**src/rtl/alc_extent.sv**
```systemverilog
module alc_extent #(
  parameter int unsigned ADDR_W    = 32,
  parameter int unsigned CNT_W     = 8,
  parameter int unsigned PAGE_BITS = 12,
  parameter int unsigned WIN_BITS  = 4
) (
  input  logic [ADDR_W-1:0] addr_i,
  input  logic [CNT_W-1:0]  nbytes_i,
  output logic [ADDR_W-1:0] last_o,
  output logic              has_bytes_o,
  output logic              page_cross_o,
  output logic              same_win_o,
  output logic [ADDR_W-1:0] win_base_o,
  output logic [ADDR_W-1:0] win_top_o
);

  localparam int unsigned PAGE_TAG_W = ADDR_W - PAGE_BITS;
  localparam int unsigned WIN_TAG_W  = ADDR_W - WIN_BITS;

  logic [ADDR_W-1:0] span_len;

  assign has_bytes_o = |nbytes_i;

  generate
    if (ADDR_W > CNT_W) begin : g_zext
      assign span_len = {{(ADDR_W-CNT_W){1'b0}}, nbytes_i};
    end else begin : g_trunc
      assign span_len = nbytes_i[ADDR_W-1:0];
    end
  endgenerate

  // a zero count collapses onto the first byte
  assign last_o = has_bytes_o ? (addr_i + span_len - ADDR_W'(1)) : addr_i;

  assign page_cross_o = addr_i[ADDR_W-1 -: PAGE_TAG_W] != last_o[ADDR_W-1 -: PAGE_TAG_W];
  assign same_win_o   = addr_i[ADDR_W-1 -: WIN_TAG_W]  == last_o[ADDR_W-1 -: WIN_TAG_W];

  assign win_base_o = {addr_i[ADDR_W-1 -: WIN_TAG_W], {WIN_BITS{1'b0}}};
  assign win_top_o  = {addr_i[ADDR_W-1 -: WIN_TAG_W], {WIN_BITS{1'b1}}};

endmodule

```
**config.mk**
```make
export PLATFORM = sky130hd
export DESIGN_NAME = alc_extent
export DESIGN_NICKNAME = d
export VERILOG_FILES = /design/src/rtl/alc_extent.sv
export SDC_FILE = /design/constraint.sdc
export NUM_CORES = 1
export LEC_CHECK = 0
export CORE_MARGIN = 2
export CORE_UTILIZATION = 47
export DETAILED_ROUTE_END_ITERATION = 8
export PLACE_DENSITY_LB_ADDON = 0.05
export SLEW_MARGIN = 0
export SYNTH_ARGS = -nofsm -noshare
export SYNTH_HDL_FRONTEND = slang
export SYNTH_SLANG_ARGS = --single-unit
```
**constraint.sdc**
```tcl
create_clock -name vclk -period 8.7
set_input_delay 2.175 -clock vclk [all_inputs]
set_output_delay 2.175 -clock vclk [all_outputs]
set_load 0.02 [all_outputs]
```
Word-level counts from Yosys, hierarchy flattened
Cells that the tools add are included.
{"block": "word_totals", "ff_bits": 0, "mem_bits_rw": 0, "elab_cells": 6, "rom_bits": 0, "latch_bits": 0, "mem_count": 0, "input_bits": 40}
{"block": "classes", "multipliers": 0, "mux": 1, "add_sub_neg": 2, "reduce_logical": 1, "bitwise_logic": 0, "n_lt_le_gt_ge": 0, "n_eq_ne": 2, "shifts": 0, "div": 0}
{"cell": "$add A32 B8 Y32", "n": 1}
{"cell": "$mux W32", "n": 1}
{"cell": "$sub A32 B1 Y32 const B", "n": 1}
{"cell": "$eq A28 B28 Y1", "n": 1}
{"cell": "$ne A20 B20 Y1", "n": 1}
{"cell": "$reduce_or A8 Y1", "n": 1}

Logic depth before layout (Yosys ltp)
{"block": "logic_depth", "depth_word": 4, "depth_mapped": 15, "ltp_nobuf": 15}

Worst setup path before layout
Ideal clock, no wire load.
{"block": "synth_path", "path_type": "input -> output", "start": "input port addr_i[1]", "end": "output port same_win_o", "path_slack_ns": 1.169, "n_path_buf": 0, "required_ns": 6.525, "arrival_time_ns": 5.356, "stages": 15, "cell_sequence": "inv_1 > ha_1 > inv_1 > ha_1 > inv_1 > fa_1 > nand2b_1 > a21o_1 > a2111o_1 > and3_4 > a2111oi_4 > nand4_1 > or4_1 > nor4_2 > a31o_1"}
{"block": "synth_between", "elab_chain_cells": 4}
{"item": "from (decl)", "line_no": "7", "rtl": "input logic [ADDR_W-1:0] addr_i,"}
{"item": "$add A32 B8 Y32", "line_no": "33", "rtl": "assign last_o = has_bytes_o ? (addr_i + span_len - ADDR_W'(1)) : addr_i;"}
{"item": "$sub A32 B1 Y32", "line_no": "33"}
{"item": "$mux W32", "line_no": "33"}
{"item": "$eq A28 B28 Y1", "line_no": "36", "rtl": "assign same_win_o = addr_i[ADDR_W-1 -: WIN_TAG_W] == last_o[ADDR_W-1 -: WIN_TAG_W];"}
{"item": "to (decl)", "line_no": "12", "rtl": "output logic same_win_o,"}
No other way between the ends.

Final worst setup path
{"block": "layout_path", "start": "input port nbytes_i[1]", "end": "output port same_win_o"}
{"block": "layout_between", "elab_chain_cells": 4, "word_cells_on_any_way": 5}
{"item": "from (decl)", "line_no": "8", "rtl": "input logic [CNT_W-1:0] nbytes_i,"}
{"item": "$add A32 B8 Y32", "line_no": "33"}
{"item": "$sub A32 B1 Y32", "line_no": "33"}
{"item": "$mux W32 (*)", "line_no": "33"}
{"item": "$eq A28 B28 Y1 (*)", "line_no": "36"}
Mark *: on every way between the ends. The rest lies on a longest branch, timed or not.

==> impl_metrics.yaml <==
run_status:
  status: "finished, final reports clean"
floorplanning:
  core_sq_um: 7650
  start_util_pct: 48.2
  die_y_um: 92.5
  io_pins: 139
  num_rows: 32
  die_w_um: 92.5
  die-area_sq_um: 8560
drt:
  antenna_left: 0
  routed_wl_mm: 11.0
  vias: 3959
  drt_first_pass_iters: 4
  drcViolationCount: 0
  via_per_inst: 5.43
  drt_iter0_markers: 178
  wl_per_cell_um: 15.1
global_route:
  grt_pass1_vias: 3614
  antenna_found_initial: 0
  track_usage_pct: 24.6
  overflow: 0
  grt_pass1_wl_mm: 17.5
  grt_max_degree: 35
synthesis:
  ys_seq_area_share_pct: 0
  syn_inst: 550
  syn_area_sq_um: 3680
  ys_types: 69
  avgSynthCellArea_sq_um: 6.70
  yosysWarnings: 0
pwr:
  power_density_nw_per_um2: 105
  p_total_mw: 0.501
  p_leak_nw: 2.10
  ir_drop_uv: 52.0
layout:
  nClkBuffers: 0
  nFillCells: 741
  post-route-util_pct: 62.4
  final_cell_mix: "129 x clkdlybuf4s50_1, 61 x inv_1, 49 x nand2_1, 46 x a21oi_1, 38 x ha_1"
  final_nets: 708
  diodes: 0
  area_delta_synth_final_pct: 29.5
  seq_cells: 0
  drive_gt1_share_pct: 7.66
  finalNonFillerCells: 729
  final_common_cell: "clkdlybuf4s50_1"
  regArea_sq_um: 0
worst_setup_path:
  endpoint_kind: "output pin"
  crit_start: "nbytes_i[1]"
  crit_type: "in -> out"
  worstPathRequired_ns: 6.53
  crit_slowest_cell: "or4_1"
  crit_fanout: 3
  cp.arrival_ns: 6.26
  start_kind: "input pin"
  cpPeakStageDelay_ns: 0.56
  path_buf_inv: 5
  critPathTopFamily: "simple AND/OR/NAND/NOR gates"
  cp_common_cell: "inv_1"
  crit_path_cell_trace: "clkdlybuf4s50_1 -> inv_1 -> ha_1 -> inv_1 -> ha_1 -> inv_1 -> fa_1 -> nand2b_1 -> a21o_1 -> a2111o_1 -> and3_4 -> a2111oi_4 -> nand4_1 -> or4_1 -> nor4_4 -> a31o_1 -> dlygate4sd2_1"
place:
  place_congestion: 0.907
  place_hpwl_mm: 9.28
  portBuffers: 131
  placed_cells: 729
timing:
  max_freq_mhz: 118
  min_period_ns: 8.44
  worstMarginPinSlew_ns: 0.652
  setup_violations: 0
  final_hold_viol_count: 0
  relSlewSlack_pct: 56.3
  rsz0062_at_grt: "no"
  finalMaxSlewViolations: 0
  period_share_pct: 97.0
worst_hold_path:
  hp-start: "addr_i[4]"
  hold_class: "in -> out"
run:
  maxCapViolations: 0
cts:
  cts_setup_buffers: 0
[path summary, 6_finish.rpt]
check	slack [ns]	endpoint	depth (start not counted)
max	0.26	same_win_o	17
min	5.33	win_base_o[4]	2
[cells by family after synthesis]
logic type,Yosys count,share of synthesized area (%)
AO/OA/AOI/OAI,155,28.7
XOR/XNOR,53,14.1
adder cells (fa/ha/maj),39,13.5
buffers and inverters,148,22.0
multiplexers,5,1.39
other,2,0.204
AND/OR/NAND/NOR,148,20.1
[report_power, final]
| part | switching (mW) | internal (mW) | leakage [nW] |
|---|---|---|---|
| clock network | 0 | 0 | 0 |
| logic | 0.270 | 0.232 | 2.10 |
| registers | 0 | 0 | 0 |
| total | 0.270 | 0.232 | 2.10 |
[synth_stat cells, types with 7 or more instances]
master | n | area, sq um
buf_4 | 64 | 480
inv_1 | 61 | 229
nand2_1 | 49 | 184
a21oi_1 | 46 | 230
ha_1 | 38 | 475
xnor2_1 | 32 | 280
o21ai_0 | 31 | 155
nor2_1 | 28 | 105
xor2_1 | 17 | 149
clkbuf_1 | 14 | 52.6
nand3_1 | 14 | 70.1
a21o_1 | 13 | 97.6
nand4_1 | 11 | 68.8
o21a_1 | 8 | 60.1
buf_2 | 7 | 35.0
nor3_1 | 7 | 35.0
[per-stage QoR]
step / setup slack [ns] / area, sq um / setup TNS, ns / hold slack, ns
floorplan: 1.17 / 3710 / 0 / 4.46
global placement: 0.0606 / 4760 / 0 / 5.33
detailed placement: -0.0474 / 4760 / -0.0474 / 5.33
CTS: 0.0945 / 4770 / 0 / 5.34
global route: 0.0277 / 4770 / 0 / 5.36
finish: 0.260 / 4770 / 0 / 5.33
[cell type report]
class                           instances  area, sq um  area share [%]
Multi-Input combinational cell        408         2900            60.8
Timing Repair Buffer                  157         1510            31.6
Inverter                               62          233            4.88
Tap cell                              102          128            2.68
[what timing repair did]
item,CTS,global route
resized for setup,2,2
hold buffers,0,0
hold endpoints to repair,0,0
endpoints found under the setup margin,1,1
[per-layer routing]
layer  wire length [um]  vias up  GRT usage [%]
li1                   -     2018              -
met1               4710     1820           29.9
met2               5800      114           49.5
met3                403        7          0.570
met4                104        0           2.11
met5                  0        -              0
No activity file was read; power rests on OpenSTA's default activity.
